## config.mk

```make
export PLATFORM = sky130hd
export DESIGN_NAME = survivor_start_pick
export DESIGN_NICKNAME = d
export VERILOG_FILES = /design/src/rtl/ssp_pkg.sv /design/src/rtl/ssp_pe4_cell.sv /design/src/rtl/ssp_pick_tree.sv /design/src/rtl/ssp_pick_ctrl.sv /design/src/rtl/ssp_pick_datapath.sv /design/src/rtl/survivor_start_pick.sv
export SDC_FILE = /design/constraint.sdc
export NUM_CORES = 1
export LEC_CHECK = 0
export ABC_AREA = 1
export BUFFER_PORTS_ARGS = -buffer_cell sky130_fd_sc_hd__buf_4
export CAP_MARGIN = 20
export CORE_MARGIN = 4
export CORE_UTILIZATION = 40
export DETAILED_ROUTE_END_ITERATION = 6
export PLACE_DENSITY = 0.77
export SKIP_CTS_REPAIR_TIMING = 1
export SLEW_MARGIN = 20
export SYNTH_ARGS = -nofsm -noshare
export SYNTH_HDL_FRONTEND = slang
export SYNTH_SLANG_ARGS = --single-unit
```

## constraint.sdc

```tcl
create_clock -name clk -period 0.8 [get_ports clk]
set_clock_uncertainty 0.1 [all_clocks]
set_input_delay 0.16 -clock clk [delete_from_list [all_inputs] [get_ports clk]]
set_output_delay 0.16 -clock clk [all_outputs]
set_load 0.01 [all_outputs]
```

## src/rtl/ssp_pkg.sv

```systemverilog
package ssp_pkg;

  // strobes from control to datapath
  typedef struct packed {
    logic capture;  // load the output register this cycle
    logic primed;   // at least one edge has passed since reset
  } pickStrobe_t;

  // first node number of a tree level in heap order (root level 0)
  function automatic int levelBase(input int lv);
    return ((4 ** lv) - 1) / 3;
  endfunction

endpackage

```

## src/rtl/ssp_pe4_cell.sv

```systemverilog
module ssp_pe4_cell (
  input  logic [3:0] req,
  output logic [1:0] code,
  output logic       any
);
  always_comb begin
    any = |req;
    if (req[0])      code = 2'd0;
    else if (req[1]) code = 2'd1;
    else if (req[2]) code = 2'd2;
    else if (req[3]) code = 2'd3;
    else             code = 2'd0;
  end
endmodule

```

## src/rtl/ssp_pick_tree.sv

```systemverilog
module ssp_pick_tree #(
  parameter int LEVELS = 4
) (
  input  logic                  clk,
  input  logic                  rstN,
  input  logic [4**LEVELS-1:0]  flags,
  output logic                  treeFound,
  output logic [2*LEVELS-1:0]   treeIdx
);
  import ssp_pkg::*;

  localparam int NFLAGS = 4 ** LEVELS;
  localparam int IDX_W  = 2 * LEVELS;
  localparam int NODES  = ((4 ** LEVELS) - 1) / 3;

  logic             anyN [NODES];
  logic [IDX_W-1:0] idxN [NODES];

  for (genvar lv = 0; lv < LEVELS; lv++) begin : g_lvl
    for (genvar k = 0; k < 4 ** lv; k++) begin : g_node
      localparam int N = levelBase(lv) + k;
      localparam int H = LEVELS - 1 - lv;
      logic [3:0] req;
      logic [1:0] code;
      logic       any;

      if (lv == LEVELS - 1) begin : g_leaf
        assign req     = flags[4*k +: 4];
        assign idxN[N] = IDX_W'(code);
      end else begin : g_inner
        logic [IDX_W-1:0] childIdx;
        assign req = {anyN[4*N+4], anyN[4*N+3], anyN[4*N+2], anyN[4*N+1]};
        always_comb begin
          case (code)
            2'd0:    childIdx = idxN[4*N+1];
            2'd1:    childIdx = idxN[4*N+2];
            2'd2:    childIdx = idxN[4*N+3];
            default: childIdx = idxN[4*N+4];
          endcase
        end
        assign idxN[N] = (IDX_W'(code) << (2 * H)) | childIdx;
      end

      ssp_pe4_cell u_cell (.req(req), .code(code), .any(any));
      assign anyN[N] = any;
    end
  end

  assign treeFound = anyN[0];
  assign treeIdx   = idxN[0];

  // every flag strictly below the chosen index
  logic [NFLAGS-1:0] lowMask;
  assign lowMask = (NFLAGS'(1) << treeIdx) - NFLAGS'(1);

  p_found_any_r1: assert property (@(posedge clk) disable iff (!rstN)
    treeFound == (|flags));
  p_idx_active_r2: assert property (@(posedge clk) disable iff (!rstN)
    treeFound |-> flags[treeIdx]);
  p_empty_zero_r3: assert property (@(posedge clk) disable iff (!rstN)
    !treeFound |-> (treeIdx == '0));
  p_lower_clear_r5: assert property (@(posedge clk) disable iff (!rstN)
    treeFound |-> ((flags & lowMask) == '0));

endmodule

```

## src/rtl/ssp_pick_ctrl.sv

```systemverilog
module ssp_pick_ctrl #(
  parameter bit REG_OUT = 1'b1
) (
  input  logic                 clk,
  input  logic                 rstN,
  output ssp_pkg::pickStrobe_t strobe
);
  logic primedQ;

  always_ff @(posedge clk or negedge rstN) begin
    if (!rstN) primedQ <= 1'b0;
    else       primedQ <= 1'b1;
  end

  assign strobe.capture = REG_OUT;
  assign strobe.primed  = primedQ;
endmodule

```

## src/rtl/ssp_pick_datapath.sv

```systemverilog
module ssp_pick_datapath #(
  parameter int LEVELS  = 4,
  parameter bit REG_OUT = 1'b1
) (
  input  logic                 clk,
  input  logic                 rstN,
  input  logic [4**LEVELS-1:0] flags,
  input  ssp_pkg::pickStrobe_t strobe,
  output logic                 foundOut,
  output logic [2*LEVELS-1:0]  idxOut
);
  localparam int IDX_W = 2 * LEVELS;

  logic             treeFound;
  logic [IDX_W-1:0] treeIdx;

  ssp_pick_tree #(.LEVELS(LEVELS)) u_tree (
    .clk(clk), .rstN(rstN), .flags(flags),
    .treeFound(treeFound), .treeIdx(treeIdx)
  );

  if (REG_OUT) begin : g_reg
    always_ff @(posedge clk or negedge rstN) begin
      if (!rstN) begin
        foundOut <= 1'b0;
        idxOut   <= '0;
      end else if (strobe.capture) begin
        foundOut <= treeFound;
        idxOut   <= treeIdx;
      end
    end

    p_latency_r6: assert property (@(posedge clk) disable iff (!rstN)
      strobe.primed |-> (foundOut == $past(treeFound) && idxOut == $past(treeIdx)));
  end else begin : g_bypass
    assign foundOut = treeFound;
    assign idxOut   = treeIdx;
  end

endmodule

```

## src/rtl/survivor_start_pick.sv

```systemverilog
module survivor_start_pick #(
  parameter int LEVELS  = 4,
  parameter bit REG_OUT = 1'b1
) (
  input  logic                 clk,
  input  logic                 rstN,
  input  logic [4**LEVELS-1:0] stateFlags,
  output logic                 startFound,
  output logic [2*LEVELS-1:0]  startIdx
);
  ssp_pkg::pickStrobe_t strobe;

  ssp_pick_ctrl #(.REG_OUT(REG_OUT)) u_ctrl (
    .clk(clk), .rstN(rstN), .strobe(strobe)
  );

  ssp_pick_datapath #(.LEVELS(LEVELS), .REG_OUT(REG_OUT)) u_dp (
    .clk(clk), .rstN(rstN), .flags(stateFlags), .strobe(strobe),
    .foundOut(startFound), .idxOut(startIdx)
  );
endmodule

```

==> flow_summary_export.csv <==
group,metric,value,unit
synthesis,ys.warnings.count,0,
route,vias_per_cell,4.91,
min_path,hold_class,"primary input to async pin",
power_and_ir_drop,power.total,0.00462,W
worst_setup_path,cp_max_fo,3,
synthesis,seq_area_frac_synth,4.36,%
worst_setup_path,critPathTopFamily,"simple AND/OR/NAND/NOR gates",
sta,max_freq,637,MHz
synthesis,avgSynthCellArea,4.99,µm²
layout,drive_above_1_share,51.4,%
worst_setup_path,path_buf_inv,1,
placed_design,placed_cell_area,9090,µm²
worst_setup_path,crit_path_end_kind,"flip-flop",
synthesis,synth_nets,1293,
placed_design,hpwl,18100,µm
power_and_ir_drop,comb_power_share,70.3,%
route,route.antenna.remaining_nets,0,
clock_tree,clkTransAtPathRegs,0.04,ns
power_and_ir_drop,ir_worst_vdd,0.510,mV
layout,areaGrowthSynthToFinish,95.6,%
sta,tightest_slew,0.322,ns
global_routing,grt_pass1_vias,7645,
synthesis,synthesis.instances,1035,
layout,nFillCells,960,
worst_setup_path,cpPeakStageDelay,0.16,ns
worst_setup_path,required,0.86,ns
synthesis,synth_edf_count,0,
global_routing,grtUsageTotal,25.2,%
floorplanning,start_util,40.9,%
synthesis,netlist_area,5160,µm²
placed_design,dp_slack,-1.02,ns
sta,setup_slack,-0.770,ns
clock_tree,cts_root_buf,"clkbuf_16",
sta,period_share,196,%
worst_setup_path,cp_cell_sequence,"buf_4 -> nor2_2 -> nand2_1 -> nor2_2 -> nand2_2 -> nor2_4 -> nand2_4 -> nor2_4 -> nand3_2 -> nor2_1 -> nand2_1 -> nand4_1",
clock_tree,cts_tree,"built",
sta,hold_viol_final,0,
floorplanning,core_area,12600,µm²
layout,diodes,0,
run_status,status,"complete, but fails checks",
worst_setup_path,crit_end,"u_dp.idxOut[3]$_DFF_PN0_",
sta,setup_violations,18,
placed_design,port_buffers,266,
route,drtIter0Drc,417,
power_and_ir_drop,power_switching,0.00176,W
power_and_ir_drop,power_frac_seq,10.2,%
power_and_ir_drop,leakage,5.46,nW
sta,fin_crit,1.57,ns
power_and_ir_drop,powerDensity,458,nW/µm²
worst_setup_path,cp_slowest_cell,"nor2_4",
floorplanning,die_height,122,µm
route,first_pass_iters,5,
global_routing,antenna_found_initial,0,
sta,rsz0062_at_grt,"true",
worst_setup_path,start_kind,"primary input",
power_and_ir_drop,pwr-share-clk,19.5,%
global_routing,grt_max_degree,10,
clock_tree,cts.sinks,9,
layout,finalNetCount,1785,
worst_setup_path,path_depth,12,
worst_setup_path,crit_type,"primary input to flip-flop",
global_routing,overflow,0,
floorplanning,pin_count,267,
floorplanning,core.rowCount,41,
power_and_ir_drop,intPower,0.00286,W
sta,drv_slew,0,
power_and_ir_drop,p_sw_share,38.2,%
floorplanning,dieArea,14800,µm²
clock_tree,cts_buffers,3,
global_routing,grt_first_pass_wirelength,31500,µm
worst_setup_path,worst_ep_arrival_time,1.63,ns
route,totalWireLength,22200,µm
flow_run,cap_viol_max_count,0,
route,wire_per_inst,13.1,µm
synthesis,yosys.cell_types.count,26,
run_status,violations,"setup timing",
floorplanning,chipWidth,122,µm
worst_setup_path,cp-startpoint,"stateFlags[127]",
placed_design,routabilityCongestion,0.928,
layout,fin_area,10100,µm²
clock_tree,cts_max_level,1,
route,drc,0,
clock_tree,cts_buffer_depth,2,
synthesis,ys.flop_type,"dfrtp_1",
synthesis,synthArstFlopShare,100,%
sta,slew_headroom,78.3,%
route,num_vias,8343,
synthesis,ys_ff_latch,9,
[power groups by stage]
stage	Combinational [W]	Clock (W)	Sequential, W
4_1_cts	0.00289	0.000893	0.000468
3_5_place_dp	0.00288	0	0.000474
6_report	0.00325	0.000901	0.000469
2_1_floorplan	0.00100	0	0.000478
5_1_grt	0.00354	0.000926	0.000470
3_3_place_gp	0.00283	0	0.000473
[Yosys cell counts (6+ instances only)]
| cell type | instances | area [µm²] |
|---|---|---|
| a21oi_1 | 50 | 250 |
| dfrtp_1 | 9 | 225 |
| inv_1 | 198 | 743 |
| inv_2 | 12 | 45.0 |
| nand2_1 | 201 | 754 |
| nand2_2 | 25 | 156 |
| nand2_4 | 10 | 113 |
| nand3_1 | 88 | 440 |
| nand3_2 | 12 | 120 |
| nand3b_1 | 7 | 52.6 |
| nand4_1 | 35 | 219 |
| nor2_1 | 206 | 773 |
| nor2_2 | 39 | 244 |
| nor2_4 | 26 | 293 |
| nor3_1 | 14 | 70.1 |
| o211ai_1 | 6 | 45.0 |
| o21ai_0 | 68 | 340 |
[state kept, by name (all words and copies together), names as in the netlist]
| register | count |
|---|---|
| u_dp.idxOut | 8 |
| u_dp.foundOut | 1 |
[logic make-up after synthesis]
logic type	after synthesis	synth area share (%)
simple gates	672	65.4
flops	9	4.36
compound gates	140	14.5
buf+inv	214	15.7
[per-layer routing]
| layer | part of all wire [%] | global-route usage [%] |
|---|---|---|
| met2 | 52 | 47.4 |
| met3 | 6.5 | 3.02 |
| met1 | 39 | 30.3 |
| met5 | 0 | 0 |
| met4 | 2.4 | 6.09 |
[layout make-up]
cell class	instances	area (µm²)	share of cell area [%]
Clock buffer	4	78.8	0.781
Inverter	214	822	8.14
Multi-Input combinational cell	812	5010	49.6
Sequential cell	9	225	2.23
Tap cell	172	215	2.13
Timing Repair Buffer	487	3740	37.1
[layout by cell type, fill, tap and decap left out, types with 5 or more instances in the layout]
cell type    n
a21oi_1     48
a31oi_1      5
buf_4      463
buf_6       23
dfrtp_1      9
inv_1      180
inv_2       29
nand2_1    169
nand2_2     45
nand2_4     22
nand3_1     68
nand3_2     24
nand3_4      9
nand3b_1     7
nand4_1     35
nor2_1     123
nor2_2      54
nor2_4      94
nor2_8       5
nor3_1      12
o211ai_1     6
o21ai_0     67
o21bai_1     5
o31ai_1      5
[worst min-delay path by stage]
stage	start	to	slack, ns	cells past startpoint
6_report	rstN	u_dp.idxOut[0]$_DFF_PN0_	0.23	2
5_1_grt	rstN	u_dp.idxOut[0]$_DFF_PN0_	0.24	2
4_1_cts	rstN	u_dp.idxOut[0]$_DFF_PN0_	-0.36	1
3_5_place_dp	rstN	u_dp.idxOut[3]$_DFF_PN0_	-0.11	1
3_3_place_gp	rstN	u_dp.idxOut[3]$_DFF_PN0_	-0.11	1
2_1_floorplan	rstN	u_dp.foundOut$_DFF_PN0_	-0.24	0
[through the flow]
step	hold WS (ns)	util (%)	setup TNS, ns	std cells
floorplan	-0.236	-	-5.61	1035
global placement	-0.113	72.0	-8.10	1668
detailed placement	-0.112	72.0	-8.53	1668
CTS	-0.361	72.6	-8.22	1672
global route	0.241	80.0	-9.03	1698
finish	0.233	80.0	-7.98	1698
Power figures use the tool's default switching activity.
